## config.mk

```make
export PLATFORM = sky130hd
export DESIGN_NAME = line_burst_fill
export DESIGN_NICKNAME = d
export VERILOG_FILES = /design/src/rtl/line_burst_fill.sv
export SDC_FILE = /design/constraint.sdc
export NUM_CORES = 1
export LEC_CHECK = 0
export ABC_AREA = 1
export BUFFER_PORTS_ARGS = -buffer_cell sky130_fd_sc_hd__buf_2
export CORE_MARGIN = 1.5
export CORE_UTILIZATION = 39
export DETAILED_ROUTE_END_ITERATION = 6
export GPL_TIMING_DRIVEN = 0
export PLACE_DENSITY_LB_ADDON = 0.12
export SKIP_CTS_REPAIR_TIMING = 1
export SLEW_MARGIN = 25
export SYNTH_ARGS = -nofsm -noshare
export SYNTH_HDL_FRONTEND = slang
export SYNTH_SLANG_ARGS = --single-unit
```

## constraint.sdc

```tcl
create_clock -name clk -period 2.18 [get_ports clk]
set_input_delay 0.109 -clock clk [delete_from_list [all_inputs] [get_ports clk]]
set_output_delay 0.109 -clock clk [all_outputs]
set_load 0.03 [all_outputs]
```

## src/rtl/line_burst_fill.sv

```systemverilog
module line_burst_fill #(
  parameter int AW = 32,
  parameter int DW = 32,
  parameter int SYNC_STAGES = 2
) (
  input  logic          clk,
  input  logic          rst_n,
  input  logic          miss_req,
  input  logic [AW-1:0] miss_addr,
  input  logic [2:0]    miss_fc,
  input  logic          cache_enable,
  input  logic          cache_frozen,
  input  logic          rmw_cycle,
  output logic [AW-1:0] bus_addr,
  output logic [2:0]    bus_fc,
  output logic [1:0]    bus_size,
  output logic          bus_rw,
  output logic          bus_as,
  output logic          bus_ds,
  output logic          burst_req,
  input  logic          sync_term,
  input  logic          burst_ack,
  input  logic          cache_inhibit,
  input  logic [DW-1:0] bus_data,
  input  logic          bus_err_in,
  input  logic          halt_in,
  input  logic          breq_in,
  output logic          word_we,
  output logic [1:0]    word_idx,
  output logic [DW-1:0] word_data,
  output logic          line_done,
  output logic          line_drop,
  output logic          err_pulse,
  output logic          halted,
  output logic          bus_grant
);

  localparam logic [1:0] LAST_WORD = 2'd3;
  localparam logic [1:0] REQ_DROP_WORD = 2'd2;

  typedef enum logic [1:0] {S_IDLE, S_XFER, S_HALT, S_GRANT} state_t;

  state_t st, st_after;
  logic [AW-1:0] addr_q;
  logic [2:0] fc_q;
  logic [1:0] idx_q, cnt_q;
  logic req_q;
  logic [SYNC_STAGES-1:0] err_sh, halt_sh, breq_sh;

  always_ff @(posedge clk or negedge rst_n)
    if (!rst_n) begin
      err_sh  <= '0;
      halt_sh <= '0;
      breq_sh <= '0;
    end else begin
      err_sh  <= {err_sh[SYNC_STAGES-2:0], bus_err_in};
      halt_sh <= {halt_sh[SYNC_STAGES-2:0], halt_in};
      breq_sh <= {breq_sh[SYNC_STAGES-2:0], breq_in};
    end

  wire err_s  = err_sh[SYNC_STAGES-1];
  wire halt_s = halt_sh[SYNC_STAGES-1];
  wire breq_s = breq_sh[SYNC_STAGES-1];

  wire active = (st == S_XFER);
  wire allow  = cache_enable && !cache_frozen && !rmw_cycle;

  assign bus_addr  = addr_q;
  assign bus_fc    = fc_q;
  assign bus_size  = 2'b00;
  assign bus_rw    = 1'b1;
  assign bus_as    = active;
  assign bus_ds    = active;
  assign burst_req = active && req_q;
  assign halted    = (st == S_HALT);
  assign bus_grant = (st == S_GRANT);

  assign err_pulse = active && err_s;
  assign line_drop = active && !err_s && cache_inhibit;
  assign word_we   = active && sync_term && !err_s && !cache_inhibit;
  assign word_idx  = idx_q;
  assign word_data = bus_data;
  assign line_done = word_we && (cnt_q == LAST_WORD);

  wire xfer_end = err_pulse || line_drop || (word_we && !(req_q && burst_ack));

  always_comb begin
    if (halt_s)      st_after = S_HALT;
    else if (breq_s) st_after = S_GRANT;
    else             st_after = S_IDLE;
  end

  always_ff @(posedge clk or negedge rst_n)
    if (!rst_n) begin
      st     <= S_IDLE;
      addr_q <= '0;
      fc_q   <= '0;
      idx_q  <= '0;
      cnt_q  <= '0;
      req_q  <= 1'b0;
    end else begin
      case (st)
        S_IDLE:
          if (halt_s || breq_s) st <= st_after;
          else if (miss_req) begin
            st     <= S_XFER;
            addr_q <= miss_addr;
            fc_q   <= miss_fc;
            idx_q  <= miss_addr[3:2];
            cnt_q  <= '0;
            req_q  <= allow;
          end
        S_XFER:
          if (xfer_end) begin
            st    <= st_after;
            req_q <= 1'b0;
          end else if (word_we) begin
            idx_q <= idx_q + 2'd1;
            cnt_q <= cnt_q + 2'd1;
            if (cnt_q == REQ_DROP_WORD) req_q <= 1'b0;
          end
        S_HALT:  if (!halt_s) st <= S_IDLE;
        default: if (!breq_s) st <= S_IDLE;
      endcase
    end

  AST_ADDR_HELD: assert property (@(posedge clk) disable iff (!rst_n)
    bus_as && $past(bus_as) |-> $stable(bus_addr) && $stable(bus_fc));
  AST_REQ_BLOCKED: assert property (@(posedge clk) disable iff (!rst_n)
    (st == S_IDLE) && !halt_s && !breq_s && miss_req && !allow |=> bus_as && !burst_req);
  AST_REQ_NEEDS_STROBE: assert property (@(posedge clk) disable iff (!rst_n)
    burst_req |-> bus_as);
  AST_REQ_DROP_THIRD: assert property (@(posedge clk) disable iff (!rst_n)
    word_we && (cnt_q == REQ_DROP_WORD) |=> !burst_req);
  AST_DONE_ENDS: assert property (@(posedge clk) disable iff (!rst_n)
    line_done |=> !bus_as);
  AST_DROP_ENDS: assert property (@(posedge clk) disable iff (!rst_n)
    line_drop |=> !bus_as && !line_drop);
  AST_ERR_ONE: assert property (@(posedge clk) disable iff (!rst_n)
    err_pulse |=> !err_pulse && !bus_as);
  AST_HALT_SYNCED: assert property (@(posedge clk) disable iff (!rst_n)
    $rose(halted) |-> $past(halt_s) && !$past(bus_as && !xfer_end));
  AST_GRANT_GATED: assert property (@(posedge clk) disable iff (!rst_n)
    $rose(bus_grant) |-> $past(breq_s) && !$past(halt_s));

endmodule

```

# After elaboration in Yosys (flattened, before gate mapping)
# Index checks and enable logic that the tools add are counted.
totals:
  regBits: 48
  input_bits: 79
classes:
  addsub: 2
  eq_ne: 15
  n_mux: 24
  bitwise_logic: 1
  n_reduce_logical: 26
ops:
  columns: ["operator", "n"]
  rows:
  - ["$mux W2", 15]
  - ["$logic_and A1 B1 Y1", 12]
  - ["$ne A2 B2 Y1 const B", 5]
  - ["$reduce_and A5 Y1", 2]
  - ["$eq A2 B2 Y1 const B", 4]
  - ["$pmux W2 S2", 2]
  - ["$pmux W2 S3", 1]
  - ["$logic_not A1 Y1", 5]
  - ["$mux W1", 5]
  - ["$add A2 B1 Y2 const B", 2]
  - ["$ne A4 B2 Y1 const B", 1]
  - ["$reduce_and A4 Y1", 1]
  - ["$logic_or A1 B1 Y1", 3]
  - ["$ne A3 B1 Y1 const B", 1]
  - ["$ne A3 B2 Y1 const B", 1]
  - ["$ne A3 B3 Y1 const B", 1]
  - ["$reduce_and A3 Y1", 1]
  - ["$eq A2 B1 Y1 const B", 1]
  - ["$logic_not A2 Y1", 1]
  - ["$ne A2 B1 Y1 const B", 1]
  - ["$pmux W1 S2", 1]
  - ["$reduce_bool A2 Y1", 1]
  - ["$not A1 Y1", 1]

# Longest topological paths before layout
depth:
  depth_word: 8
  mapped_depth: 11
  ltp_nobuf: 10

# Worst setup path before layout
# Ideal clock, no wire load.
synth_path:
  path_type: "register to output"
  startpoint: "register st[1]"
  endpoint: "output port line_drop"
  arrival_time_ps: 1858
  required_ps: 2071
  path_slack_ps: 213
  stages_incl_launch_ff: 6
  n_path_buf: 1
  path_cell_list: "dfrtp_1 inv_1 ha_1 buf_4 inv_2 nor3b_1"
synth_via:
  elab_chain_cells: 3
synth_lines:
  columns: ["item", "line", "rtl"]
  rows:
  - ["start: declaration", "43", "state_t st, st_after;"]
  - ["start signal: assignment", "104", "if (halt_s || breq_s) st <= st_after;"]
  - ["start signal: assignment", "115", "st <= st_after;"]
  - ["$eq A2 B1 Y1", "65", "wire active = (st == S_XFER);"]
  - ["net bus_as", "18", "output logic bus_as,"]
  - ["$logic_and A1 B1 Y1 (2 in series)", "79", "assign line_drop = active && !err_s && cache_inhibit;"]
  - ["end: declaration", "32", "output logic line_drop,"]
# The timed path passes the listed nets, and every way through them passes these cells.

# Final worst setup path
layout_path:
  startpoint: "register st[1]"
  endpoint: "output port line_done"
layout_via:
  elab_chain_cells: 5
layout_lines:
  columns: ["item", "line", "rtl"]
  rows:
  - ["$eq A2 B1 Y1", "65", null]
  - ["$logic_and A1 B1 Y1 (3 in series)", "80", "assign word_we = active && sync_term && !err_s && !cache_inhibit;"]
  - ["$logic_and A1 B1 Y1", "83", "assign line_done = word_we && (cnt_q == LAST_WORD);"]
  - ["end: declaration", "31", "output logic line_done,"]
# Every way passes these cells.

==> impl_metrics.toml <==
[status]
outcome = "completed"

[clocking]
cts_tree = "yes"
htree_num_levels = 2
clk_pin_slew_ps = 80
numCtsBuffers = 5
clk_path_buf_depth = 2
clockRootBuffer = "clkbuf_8"
cts.sinks = 48
insertion_delay_ps = 290

[global_route]
grt_pass1_vias = 1643
grt_use_total_pct = 15.0
grt_max_degree = 49
grt_pass1_wl_um = 7400
grt_remaining_overflow = 0
antenna_found_initial = 0

[drt]
wl_per_cell_um = 11.8
drt-total-wl_um = 4870
drc = 0
drt-initial-drc-count = 59
routed-via-count = 1832
dr.pass1.iters = 4
final_antenna_net_count = 0
via_per_inst = 4.46

[timing]
fmax_mhz = 540
finClkSkew_ps = 2.11
fin_setup_tns_ps = 0
period_share_pct = 84.9
finalHoldViolations = 0
final-setup-viol-count = 0
slew_headroom_pct = 59.0
holdWs_ps = 44.4
fin_ws_ps = 328
drv_slew = 0
fin_crit_ps = 1850
worst_pin_slew_ps = 615
rsz0062_at_grt = "no"

[job]
cap_violations = 0

[critical_path]
required_ps = 2070
start_kind = "flip-flop"
crit_arrival_ps = 1740
worstSetupPathType = "flip-flop to output pin"
worst-path-max-fanout = 10
critPathCaptureType = "output pin"

[placed_design]
place.gp.congestion = 0.709
place_ws_ps = 348
dp.cells = 400
dp_hpwl_um = 3720
numPortBuffers = 124

[logic_synthesis]
synth.cell_area_mm2 = 0.00234
ys_ff_latch = 48
synth_cells = 200
ys_types = 25
syn_avg_cell_area_um2 = 11.7
ys_warn_count = 0
seq_area_frac_synth_pct = 51.4

[pwr]
leakagePower_nw = 1.77
ir_drop_mv = 0.846
p_per_area_mw_per_mm2 = 1300

[finish]
final_cell_mix = "buf_2 (123), dfrtp_1 (48), buf_4 (38)"
drive_above_1_share_pct = 62.8
area_delta_synth_final_pct = 36.7
instances_no_fill = 411
num-nets-final = 421
final_common_cell = "buf_2"
antenna_cells = 0

[floorplan]
die_height_um = 80.4
core_area_mm2 = 0.00585
start_util_pct = 39.9
core.rowCount = 28
die_w_um = 80.4
die-area_mm2 = 0.00646
io_pins = 160

[min_path]
worst_hold_path_type = "input pin to flip-flop"
-- logic make-up after synthesis --
group	after synthesis	synth area share (%)
muxes	34	16.9
and+or+nand+nor	49	10.6
adders and majority gates	6	3.21
other	2	0.321
DFF	48	51.4
buffers and inverters	51	15.4
AOI/OAI and AO/OA	10	2.14
-- synthesized netlist by cell type --
library cell  instances  area share [%]
dfrtp_1              48              51
buf_4                37              12
mux2_2               31              15
nand2_1              23             3.7
nand3_1              11             2.4
inv_1                10             1.6
ha_1                  6             3.2
o21ai_0               5             1.1
a21oi_1               4            0.86
nor2_1                4            0.64
clkbuf_8              3             1.8
mux2_4                3             1.9
conb_1                2            0.32
nand3b_1              2            0.64
and2_4                1            0.38
and3_1                1            0.27
inv_2                 1            0.16
nand2_2               1            0.27
nand3_4               1            0.75
nand4_1               1            0.27
nor2_2                1            0.27
nor2_4                1            0.48
nor3b_1               1            0.32
nor4_1                1            0.27
o21ai_1               1            0.21
-- layout make-up --
class | count | area (um^2)
Multi-Input combinational cell | 102 | 778
Inverter | 11 | 41.3
Tap cell | 75 | 93.8
Fill cell | 531 | 2660
Clock buffer | 7 | 96.3
Timing Repair Buffer | 128 | 663
Sequential cell | 48 | 1200
Buffer | 40 | 319
-- layer usage --
layer | track usage (%) | wire (um)
met5 | 0 | 0
met4 | 4.14 | 16
met3 | 5.57 | 563
met2 | 24.8 | 2340
met1 | 18.3 | 1950
-- report_power, final --
| group | switching, W | internal (W) | leakage [nW] | total [W] |
|---|---|---|---|---|
| sequential | 0.000196 | 0.00127 | 0.581 | 0.00147 |
| clock | 0.000267 | 0.000283 | 0.0503 | 0.000549 |
| combinational | 0.00137 | 0.000761 | 1.14 | 0.00213 |
| total | 0.00183 | 0.00232 | 1.77 | 0.00415 |
-- worst max-delay path: stages (launching register included) --
cell and delay, ps:
dfrtp_1 410, inv_1 90, ha_1 180, buf_4 180
inv_2 110, nor2_4 120, and3_1 170, buf_2 200
-- flip-flops by register name (all words and copies together), names as in the netlist --
name,flops
breq_sh,2
bus_addr,32
bus_fc,3
cnt_q,2
err_sh,2
halt_sh,2
req_q,1
st,2
word_idx,2
-- worst paths after layout --
path | to | depth (start not counted) | slack (ps) | startpoint
max | line_done | 7 | 330 | st[1]
min | bus_addr[23] | 2 | 40 | miss_addr[23]
max reg2reg | cnt_q[1] | 8 | 360 | st[1]
min reg2reg | halt_sh[1] | 0 | 350 | halt_sh[0]
max in group asynchronous | bus_addr[29] | 2 | 1380 | rst_n
min in group asynchronous | bus_addr[21] | 2 | 380 | rst_n
-- per-stage QoR --
step	area [um^2]	util (%)	total power, W
floorplan	2340	-	0.00303
global placement	3050	52.2	0.00361
detailed placement	3060	52.2	0.00363
CTS	3150	53.9	0.00420
global route	3190	54.6	0.00443
finish	3190	54.6	0.00415
(Power assumes the default switching activity.)
